**src/rtl/bfs_pkg.sv**
```systemverilog
package bfs_pkg;

  typedef enum logic [2:0] {
    ST_IDLE,
    ST_CLEAR,
    ST_SEED,
    ST_FETCH,
    ST_REQ,
    ST_SUCC,
    ST_DONE,
    ST_HALT
  } core_st_t;

endpackage

```
**src/rtl/bfs_fold_hash.sv**
```systemverilog
module bfs_fold_hash #(
  parameter int SW = 8,
  parameter int HW = 6
) (
  input  logic [SW-1:0] vec,
  output logic [HW-1:0] idx
);

  // bit i of the vector lands in index bit (i mod HW)
  always_comb begin
    idx = '0;
    for (int i = 0; i < SW; i++) begin
      idx[i % HW] = idx[i % HW] ^ vec[i];
    end
  end

endmodule

```
**src/rtl/bfs_work_fifo.sv**
```systemverilog
module bfs_work_fifo #(
  parameter int W     = 8,
  parameter int DEPTH = 16
) (
  input  logic         clk,
  input  logic         rst,
  input  logic         flush,
  input  logic         push,
  input  logic [W-1:0] push_data,
  input  logic         pop,
  output logic [W-1:0] head,
  output logic         full,
  output logic         empty
);

  localparam int AW = (DEPTH > 1) ? $clog2(DEPTH) : 1;
  localparam logic [AW:0] CNT_MAX = AW'(DEPTH - 1) + 1'b1;

  logic [W-1:0]  mem [DEPTH];
  logic [AW-1:0] wr_ptr, rd_ptr;
  logic [AW:0]   count;

  assign full  = (count == CNT_MAX);
  assign empty = (count == '0);
  assign head  = mem[rd_ptr];

  function automatic logic [AW-1:0] bump(input logic [AW-1:0] p);
    if (p == AW'(DEPTH - 1)) bump = '0;
    else                     bump = p + 1'b1;
  endfunction

  always_ff @(posedge clk) begin
    if (push && !full) mem[wr_ptr] <= push_data;
  end

  always_ff @(posedge clk) begin
    if (rst || flush) begin
      wr_ptr <= '0;
      rd_ptr <= '0;
      count  <= '0;
    end else begin
      if (push && !full)  wr_ptr <= bump(wr_ptr);
      if (pop && !empty)  rd_ptr <= bump(rd_ptr);
      case ({push && !full, pop && !empty})
        2'b10:   count <= count + 1'b1;
        2'b01:   count <= count - 1'b1;
        default: count <= count;
      endcase
    end
  end

endmodule

```
**src/rtl/bfs_seen_table.sv**
```systemverilog
module bfs_seen_table #(
  parameter int SW = 8,
  parameter int HW = 6
) (
  input  logic          clk,
  input  logic          rst,
  input  logic          rd_en,
  input  logic [HW-1:0] rd_idx,
  output logic          rd_valid,
  output logic [SW-1:0] rd_state,
  input  logic          wr_en,
  input  logic [HW-1:0] wr_idx,
  input  logic          wr_valid,
  input  logic [SW-1:0] wr_state
);

  localparam int DEPTH = 1 << HW;

  logic [SW:0] mem [DEPTH];
  logic [SW:0] ram_q;
  logic [SW:0] fwd_word;
  logic        fwd_hit;

  // plain synchronous-read memory, block RAM friendly
  always_ff @(posedge clk) begin
    if (wr_en) mem[wr_idx] <= {wr_valid, wr_state};
    if (rd_en) ram_q <= mem[rd_idx];
  end

  // a write to the slot being read on the same edge wins over the old word
  always_ff @(posedge clk) begin
    if (rst) begin
      fwd_hit  <= 1'b0;
      fwd_word <= '0;
    end else if (rd_en) begin
      fwd_hit  <= wr_en && (wr_idx == rd_idx);
      fwd_word <= {wr_valid, wr_state};
    end
  end

  assign rd_valid = fwd_hit ? fwd_word[SW]     : ram_q[SW];
  assign rd_state = fwd_hit ? fwd_word[SW-1:0] : ram_q[SW-1:0];

endmodule

```
**src/rtl/bfs_explore_core.sv**
```systemverilog
module bfs_explore_core
  import bfs_pkg::*;
#(
  parameter int SW     = 8,
  parameter int QDEPTH = 16,
  parameter int HW     = 6
) (
  input  logic          clk,
  input  logic          rst,
  input  logic          start,
  input  logic [SW-1:0] start_state,
  output logic          busy,
  output logic          done,
  output logic          overflow,
  output logic          gen_req_valid,
  input  logic          gen_req_ready,
  output logic [SW-1:0] gen_req_state,
  input  logic          succ_valid,
  output logic          succ_ready,
  input  logic [SW-1:0] succ_state,
  input  logic          succ_keep,
  input  logic          succ_last,
  input  logic          succ_viol,
  output logic          viol_valid,
  input  logic          viol_ready,
  output logic [SW-1:0] viol_state
);

  localparam logic [HW-1:0] LAST_SLOT = '1;

  core_st_t      st;
  logic [SW-1:0] seed_r;
  logic [HW-1:0] clr_idx;

  logic          s1_valid, s1_viol, last_seen;
  logic [SW-1:0] s1_state;
  logic [HW-1:0] s1_idx;

  logic [HW-1:0] succ_idx, seed_idx;
  logic          tb_valid;
  logic [SW-1:0] tb_state;

  logic          tb_wr_en, tb_wr_valid;
  logic [HW-1:0] tb_wr_idx;
  logic [SW-1:0] tb_wr_state;

  logic          q_push, q_pop, q_full, q_empty;
  logic [SW-1:0] q_push_data, q_head;

  logic idle_st, start_ok, s1_new, ovf_hit, log_free, s1_fire, acc;

  bfs_fold_hash #(.SW(SW), .HW(HW)) u_hash_succ (.vec(succ_state), .idx(succ_idx));
  bfs_fold_hash #(.SW(SW), .HW(HW)) u_hash_seed (.vec(seed_r),     .idx(seed_idx));

  bfs_seen_table #(.SW(SW), .HW(HW)) u_seen (
    .clk      (clk),
    .rst      (rst),
    .rd_en    (acc && succ_keep),
    .rd_idx   (succ_idx),
    .rd_valid (tb_valid),
    .rd_state (tb_state),
    .wr_en    (tb_wr_en),
    .wr_idx   (tb_wr_idx),
    .wr_valid (tb_wr_valid),
    .wr_state (tb_wr_state)
  );

  bfs_work_fifo #(.W(SW), .DEPTH(QDEPTH)) u_frontier (
    .clk       (clk),
    .rst       (rst),
    .flush     (start_ok),
    .push      (q_push),
    .push_data (q_push_data),
    .pop       (q_pop),
    .head      (q_head),
    .full      (q_full),
    .empty     (q_empty)
  );

  assign idle_st  = (st == ST_IDLE) || (st == ST_DONE) || (st == ST_HALT);
  assign busy     = !idle_st;
  assign start_ok = start && idle_st;

  // stage 1: compare against the table word read on the accepting edge
  assign s1_new   = !(tb_valid && (tb_state == s1_state));
  assign ovf_hit  = s1_valid && s1_new && q_full;
  assign log_free = !viol_valid || viol_ready;
  assign s1_fire  = s1_valid && !ovf_hit && (!s1_new || !s1_viol || log_free);

  assign succ_ready = (st == ST_SUCC) && !last_seen && (!s1_valid || s1_fire);
  assign acc        = succ_valid && succ_ready;

  assign q_push      = (st == ST_SEED) || (s1_fire && s1_new);
  assign q_push_data = (st == ST_SEED) ? seed_r : s1_state;
  assign q_pop       = (st == ST_FETCH) && !q_empty;

  always_comb begin
    case (st)
      ST_CLEAR: begin
        tb_wr_en    = 1'b1;
        tb_wr_idx   = clr_idx;
        tb_wr_valid = 1'b0;
        tb_wr_state = '0;
      end
      ST_SEED: begin
        tb_wr_en    = 1'b1;
        tb_wr_idx   = seed_idx;
        tb_wr_valid = 1'b1;
        tb_wr_state = seed_r;
      end
      default: begin
        tb_wr_en    = s1_fire && s1_new;
        tb_wr_idx   = s1_idx;
        tb_wr_valid = 1'b1;
        tb_wr_state = s1_state;
      end
    endcase
  end

  always_ff @(posedge clk) begin
    if (rst) begin
      st            <= ST_IDLE;
      seed_r        <= '0;
      clr_idx       <= '0;
      s1_valid      <= 1'b0;
      s1_viol       <= 1'b0;
      s1_state      <= '0;
      s1_idx        <= '0;
      last_seen     <= 1'b0;
      done          <= 1'b0;
      overflow      <= 1'b0;
      gen_req_valid <= 1'b0;
      gen_req_state <= '0;
      viol_valid    <= 1'b0;
      viol_state    <= '0;
    end else begin
      if (viol_valid && viol_ready) viol_valid <= 1'b0;
      if (s1_fire && s1_new && s1_viol) begin
        viol_valid <= 1'b1;
        viol_state <= s1_state;
      end
      if (s1_fire) s1_valid <= 1'b0;
      if (acc && succ_keep) begin
        s1_valid <= 1'b1;
        s1_state <= succ_state;
        s1_viol  <= succ_viol;
        s1_idx   <= succ_idx;
      end
      if (acc && succ_last) last_seen <= 1'b1;

      case (st)
        ST_IDLE, ST_DONE, ST_HALT: begin
          if (start) begin
            seed_r   <= start_state;
            clr_idx  <= '0;
            done     <= 1'b0;
            overflow <= 1'b0;
            st       <= ST_CLEAR;
          end
        end
        ST_CLEAR: begin
          clr_idx <= clr_idx + 1'b1;
          if (clr_idx == LAST_SLOT) st <= ST_SEED;
        end
        ST_SEED: st <= ST_FETCH;
        ST_FETCH: begin
          if (q_empty) begin
            done <= 1'b1;
            st   <= ST_DONE;
          end else begin
            gen_req_valid <= 1'b1;
            gen_req_state <= q_head;
            st            <= ST_REQ;
          end
        end
        ST_REQ: begin
          if (gen_req_ready) begin
            gen_req_valid <= 1'b0;
            last_seen     <= 1'b0;
            st            <= ST_SUCC;
          end
        end
        ST_SUCC: begin
          if (ovf_hit) begin
            overflow <= 1'b1;
            s1_valid <= 1'b0;
            st       <= ST_HALT;
          end else if (last_seen && !s1_valid) begin
            st <= ST_FETCH;
          end
        end
        default: st <= ST_IDLE;
      endcase
    end
  end

endmodule

```
**config.mk**
```make
export PLATFORM = sky130hd
export DESIGN_NAME = bfs_explore_core
export DESIGN_NICKNAME = d
export VERILOG_FILES = /design/src/rtl/bfs_pkg.sv /design/src/rtl/bfs_fold_hash.sv /design/src/rtl/bfs_work_fifo.sv /design/src/rtl/bfs_seen_table.sv /design/src/rtl/bfs_explore_core.sv
export SDC_FILE = /design/constraint.sdc
export NUM_CORES = 1
export LEC_CHECK = 0
export ABC_AREA = 1
export CORE_ASPECT_RATIO = 0.75
export CORE_UTILIZATION = 55
export CTS_CLUSTER_SIZE = 12
export DETAILED_ROUTE_END_ITERATION = 6
export PLACE_DENSITY = 0.71
export SLEW_MARGIN = 10
export SYNTH_ARGS = -nofsm -noshare
export SYNTH_HDL_FRONTEND = slang
export SYNTH_SLANG_ARGS = --single-unit
```
**constraint.sdc**
```tcl
create_clock -name clk -period 3.9 [get_ports clk]
set_input_delay 0.78 -clock clk [delete_from_list [all_inputs] [get_ports clk]]
set_output_delay 0.78 -clock clk [all_outputs]
set_load 0.03 [all_outputs]
```
==> run summary, run 1 <==
status: finished clean
layout net count: 2847
CTS tree: built
Worst path top cell family by delay: buffers and inverters
post-route ant nets: 0
FF-to-FF setup slack: 670 ps
crit share post-route: 0.9486
Finish-stage setup viols: 0
Layout Cells excl Fill: 3638
most common cell after layout, fill and taps aside: edfxtp_1
RR Startpoint: u_seen.fwd_hit$_SDFFE_PP0P_
DR iter-0 viols: 2873
WHS Endpoint: viol_state[5]$_SDFFE_PP0P_
Pwr Density: 527.4 nW/um^2
Yosys reg bits: 786
slowest library cell on the worst path: clkdlybuf4s50_1
Critical Path Most Common Cell: nand2_1
clock latency on the worst-skew pair: 620 ps
post-DR vias/cell: 6.038
crit end category: output port
total track usage: 0.2752
Die Ht: 212.7 um
post-DP HPWL: 50210 um
I/O Pins: 47
worst path bufs/invs: 3
worst hold start: viol_state[5]$_SDFFE_PP0P_
width of the die: 283.0 um
Worst-Margin Slew: 1021 ps
CP peak stage delay: 700 ps
top cells by area, synth: edfxtp_1 66%, o211ai_1 6.5%, dfxtp_1 4.5%
cell leakage power: 12.72 nW
Clk pin slew, worst setup/hold paths: 60 ps
Final Hold Viols: 0
CP cell instances: inv_2, nand2_1, nand2_1, nand2_1, nand2_1, nor2_1, nand3_2, nor2_1, inv_2, a21boi_1, clkdlybuf4s50_1
largest net degree at the start of global routing: 146
Avg WL per Cell: 22.79 um
setup TNS: 0 ps
Pins Over Slew Limit: 0
Min Clock Period, post-route: 3700 ps
post-route design area: 36920 sq um
RSZ-0062 raised after global routing: no
total CTS buffers: 78
VDD IR max: 0.0004244 V
Starting Density: 0.5615
Synth top area share: 0.6574
Layout Skew: 20.61 ps
Final WS setup: 200.5 ps
YS warnings: 0
worst-path fanout max: 13
routed vias: 21970
syn_nets: 2743
Routed Wire Length: 82910 um
Placed Instances: 3512
area leader, netlist: edfxtp_1
number of global-route vias before repair: 20630
Mapped Area: 32570 sq um
Worst R2R End: u_frontier.count[4]$_SDFFE_PP0P_
WP data arrival: 2920 ps
CTS sink cnt: 786
critical path class: reg -> out
core area: 58010 sq um
area grow syn2layout: 13.35%
Max-cap violations: 0
GRT overflow: 0
# rows: 76
drt pass-1 iters: 6
register area share after synthesis: 0.7022
Yosys cell types: 37
die area: 60210 sq um
port buffer count: 46
postcts setup bufs: 0
Data required, critical path: 3120 ps
clock root buffer: clkbuf_16
Worst Hold Path Cells: 2
number of diodes: 0
Setup crit start kind: register
CTS Buffer Depth: 3
most frequent cells in the layout: 713 x edfxtp_1, 376 x nor2_1, 281 x o211ai_1
GPL Wtd Cong: 0.9283
share of layout cells above drive strength 1: 0.1347
Reg2Reg Depth: 23
DRC errors left: 0
H-Tree Depth: 3
Post-Place Cell Area: 34590 sq um
first-pass GRT wire length: 124800 um
Hold Crit Class: reg -> reg
hold slack final: 443.6 ps
Place WS: 407.1 ps
Synth Instances: 2708
Syn Area/Cell: 12.03 sq um
Slew HR: 0.3186
initial antenna violation count: 0
FMAX: 0.2703 GHz
state kept, by name (all words and copies together), names as in the netlist, 3 cells and up:
register and cells:
u_frontier.rd_ptr 4, viol_state 8, u_frontier.count 5, s1_state 8, gen_req_state 8, st 3, u_seen.ram_q 9, clr_idx 6
u_frontier.mem 128, u_frontier.wr_ptr 4, u_seen.mem 576, u_seen.fwd_word 9, seed_r 8
Yosys cell counts:
cell / count
edfxtp_1: 713
ha_1: 10
xor2_1: 9
o21ai_2: 1
nand4_2: 1
buf_1: 11
a21oi_1: 41
o221ai_1: 2
nand3b_1: 1
xnor2_1: 2
buf_4: 6
a221oi_1: 2
nand4_1: 3
o211ai_1: 281
o22ai_1: 36
nor2_1: 376
clkbuf_1: 102
a21o_1: 2
inv_2: 15
a31oi_1: 9
nand4_4: 1
or2_2: 98
nand3_1: 152
buf_2: 40
nand2_1: 234
clkinv_1: 2
o21bai_1: 9
nand3_2: 8
dfxtp_1: 73
o21ai_0: 282
inv_1: 153
nand3_4: 1
buf_6: 5
nor3_1: 2
a21boi_1: 1
nand2_2: 16
o21ai_1: 8
cell type report:
cell class	instances	area, sq um
clock inverters	10	120.1
repair buffers	188	1672
fillers	4349	21090
multi-input cells	1588	8421
flip-flops and latches	786	22870
inverters	170	644.4
well taps	780	975.9
clock buffers	116	2210
layer usage:
metal  wire length (um)  track usage  vias to the layer above
li1                   -            -                    10020
met1              35960       0.4133                    10700
met2              36820       0.4061                     1129
met3               8455      0.06154                      117
met4               1677      0.07196                        0
met5                  0            0                        -
stage by stage:
step	power, W	utilization
6_report	0.01947	0.6364
5_1_grt	0.02011	0.6364
4_1_cts	0.01952	0.6364
3_5_place_dp	0.01257	0.5962
3_3_place_gp	0.01250	0.5962
2_1_floorplan	0.01153	-
how the worst max path moves through the flow:
stage | start | endpoint | slack (ps) | depth (start not counted)
floorplan | st[1]$_SDFFE_PP0P_ | u_seen.mem[0][1]$_DFFE_PP_ | 290 | 4
global placement | viol_ready | u_frontier.count[4]$_SDFFE_PP0P_ | 330 | 19
detailed placement | viol_ready | u_frontier.count[4]$_SDFFE_PP0P_ | 410 | 19
CTS | u_seen.fwd_hit$_SDFFE_PP0P_ | succ_ready | 40 | 11
global route | u_seen.fwd_hit$_SDFFE_PP0P_ | succ_ready | 20 | 11
finish | u_seen.fwd_hit$_SDFFE_PP0P_ | succ_ready | 200 | 11
cells by family after synthesis:
| group | after synthesis | synth area share |
|---|---|---|
| adder cells (fa/ha/maj) | 10 | 0.003842 |
| buffers and inverters | 334 | 0.04187 |
| flip-flops | 786 | 0.7022 |
| AO/OA/AOI/OAI | 674 | 0.1284 |
| XOR/XNOR | 11 | 0.002958 |
| AND/OR/NAND/NOR | 893 | 0.1207 |
worst reg2reg max path: stages (launching register included):
cell and delay [ps]:
dfxtp_2 470, inv_2 170, nand2_1 130, nand2_1 60, nand2_1 60, nand2_1 50, nor2_1 130, nand3_2 140
nor2_1 140, inv_2 90, nand2_2 100, nand2_2 100, nand2_2 90, ha_1 230, xor2_1 120, ha_1 200
a21o_1 180, nand2_1 70, nand2_1 40, a21oi_1 150, o21ai_0 90, a21oi_1 160, a21o_1 130, nor2_1 30
what timing repair did:
item                       4_1_cts  5_1_grt
setup endpoints to repair        0        1
gates resized for setup          0        1
hold buffers                     0        0
report_power, final:
| part | leakage, nW | internal [W] | switching, W |
|---|---|---|---|
| Combinational | 4.44 | 0.000694 | 0.00196 |
| Sequential | 7.16 | 0.00969 | 0.000113 |
| Clock | 1.12 | 0.00403 | 0.00299 |
No activity file was read; power rests on OpenSTA's default activity.
==> inputs of run 2 (changes only) <==
--- a/config.mk
+++ b/config.mk
@@ -7,7 +7,9 @@
 export LEC_CHECK = 0
 export ABC_AREA = 1
 export CORE_ASPECT_RATIO = 0.75
+export CORE_MARGIN = 3
 export CORE_UTILIZATION = 55
+export CTS_CLUSTER_DIAMETER = 120
 export CTS_CLUSTER_SIZE = 12
 export DETAILED_ROUTE_END_ITERATION = 6
 export PLACE_DENSITY = 0.71
==> run summary, run 2 (synthesized netlist as in run 1, its figures left out) <==
status: finished clean
setup TNS: 0 ps
width of the die: 287.0 um
GPL Wtd Cong: 0.9204
layout net count: 2837
Top reg by flops: u_seen.mem
cts hold-fix bufs: 0
total CTS buffers: 75
slowest library cell on the worst path: dfxtp_2
Clk pwr share: 0.348
max reg flops: 576
Place WS: 282.2 ps
critical path class: reg -> out
share of layout cells above drive strength 1: 0.1304
CP cell instances: inv_2, nand2_1, nand2_1, nand2_1, nand2_1, nor2_1, nand3_2, nor2_1, inv_2, a21boi_1, dlymetal6s2s_1
CTS tree: built
post-route ant nets: 0
Pins Over Slew Limit: 0
cell leakage power: 12.62 nW
Die Ht: 216.7 um
total track usage: 0.2667
WP data arrival: 2510 ps
Min Clock Period, post-route: 3293 ps
H-Tree Depth: 3
final core occ: 0.6329
DRC errors left: 0
number of global-route vias before repair: 20770
first-pass GRT wire length: 126400 um
largest net degree at the start of global routing: 146
crit share post-route: 0.8443
initial antenna violation count: 2
most common cell after layout, fill and taps aside: edfxtp_1
clock latency on the worst-skew pair: 620 ps
RSZ-0062 raised after global routing: no
# rows: 76
area grow syn2layout: 12.71%
CP peak stage delay: 450 ps
worst path bufs/invs: 3
Pwr Density: 521.1 nW/um^2
Max-cap violations: 0
Setup crit start kind: register
Final Hold Viols: 0
I/O Pins: 47
Worst path top cell family by delay: simple AND/OR/NAND/NOR gates
Clk pin slew, worst setup/hold paths: 80 ps
number of fill cells in the layout: 4360
crit end category: output port
Starting Density: 0.5615
biggest regs: u_seen.mem: 576 flops, u_frontier.mem: 128 flops
Data required, critical path: 3120 ps
CTS sink cnt: 786
post-DR vias/cell: 6.077
DR iter-0 viols: 3134
post-DP HPWL: 50800 um
Sequential Power Share: 0.512
Finish-stage setup viols: 0
Layout Skew: 21.90 ps
routed vias: 21990
VDD IR max: 0.0005262 V
Hold Crit Class: reg -> reg
port buffer count: 46
Sw Share: 0.2659
Critical Path Most Common Cell: nand2_1
Avg WL per Cell: 22.93 um
Final WS setup: 607.1 ps
CTS resizes: 0
FMAX: 0.3037 GHz
postcts setup bufs: 0
drt pass-1 iters: 6
worst-path fanout max: 13
most frequent cells in the layout: 713 x edfxtp_1, 376 x nor2_1, 281 x o211ai_1
power share of the combinational group: 0.140
CTS Buffer Depth: 3
GRT overflow: 0
core area: 58010 sq um
die area: 62200 sq um
clock root buffer: clkbuf_16
Slew HR: 0.2865
Psw: 0.005087 W
internal power: 0.01404 W
Worst-Margin Slew: 1069 ps
Routed Wire Length: 82970 um
==> run 2: cell count changes in the layout (fill, tap and decap cells not counted), moves of 2 or more <==
cell,previous run,this run
clkinv_8,2,0
buf_12,12,15
clkbuf_16,82,78
clkinv_1,7,2
buf_4,130,120
bufinv_16,2,0
clkbuf_8,3,0
==> run 2: cell type report <==
type / instances / area [sq um] / share of cell area
flip-flops and latches: 786 / 22870 / 0.6231
multi-input cells: 1588 / 8421 / 0.2294
clock buffers: 108 / 2064 / 0.05624
repair buffers: 181 / 1659 / 0.04520
well taps: 780 / 975.9 / 0.02659
inverters: 170 / 644.4 / 0.01755
clock inverters: 4 / 67.56 / 0.001841
diodes: 1 / 2.502 / 0.00006817
==> run 2: metal layers <==
layer,vias up,part of all wire,track usage
met5,-,0.00016,0
met4,2,0.020,0.06682
met3,123,0.11,0.06105
met2,1145,0.44,0.3794
met1,10740,0.43,0.4168
li1,9982,-,-
==> run 2: worst reg2reg max path, stage by stage (launching register included) <==
cell	delay [ps]
dfxtp_2	450
inv_2	150
nand2_1	110
nand2_1	50
nand2_1	60
nand2_1	50
nor2_1	110
nand3_2	170
nor2_1	150
inv_2	100
nand2_2	110
nand2_2	90
nand2_2	90
ha_1	240
xor2_1	120
ha_1	190
a21o_1	170
nand2_1	70
nand2_1	50
a21oi_1	160
o21ai_0	100
a21oi_1	180
a21o_1	140
nor2_1	30
==> run 2: metrics by stage <==
stage          hold slack [ps]  cells  cell area, sq um  power [W]
2_1_floorplan            435.9   2708             32570    0.01153
3_3_place_gp             439.0   3505             34570    0.01251
3_5_place_dp             440.1   3505             34570    0.01258
4_1_cts                  451.7   3617             36700    0.01914
5_1_grt                  474.8   3617             36710    0.01975
6_report                 450.9   3618             36710    0.01913
==> run 2: worst paths after layout <==
path                                                   from                                to  slack (ps)  cells after the start
worst min-delay path             viol_state[7]$_SDFFE_PP0P_        viol_state[7]$_SDFFE_PP0P_         450                      2
worst min register to register   viol_state[7]$_SDFFE_PP0P_        viol_state[7]$_SDFFE_PP0P_         450                      2
worst max-delay path            u_seen.fwd_hit$_SDFFE_PP0P_                        succ_ready         610                     11
worst max register to register  u_seen.fwd_hit$_SDFFE_PP0P_  u_frontier.count[4]$_SDFFE_PP0P_         680                     23
==> run 2: power by group through the flow <==
stage | registers [W] | clock network, W | logic (W)
floorplan | 0.00998 | 0 | 0.00156
global placement | 0.00996 | 0 | 0.00255
detailed placement | 0.00997 | 0 | 0.00261
CTS | 0.00980 | 0.00671 | 0.00262
global route | 0.00982 | 0.00705 | 0.00289
finish | 0.00980 | 0.00666 | 0.00267
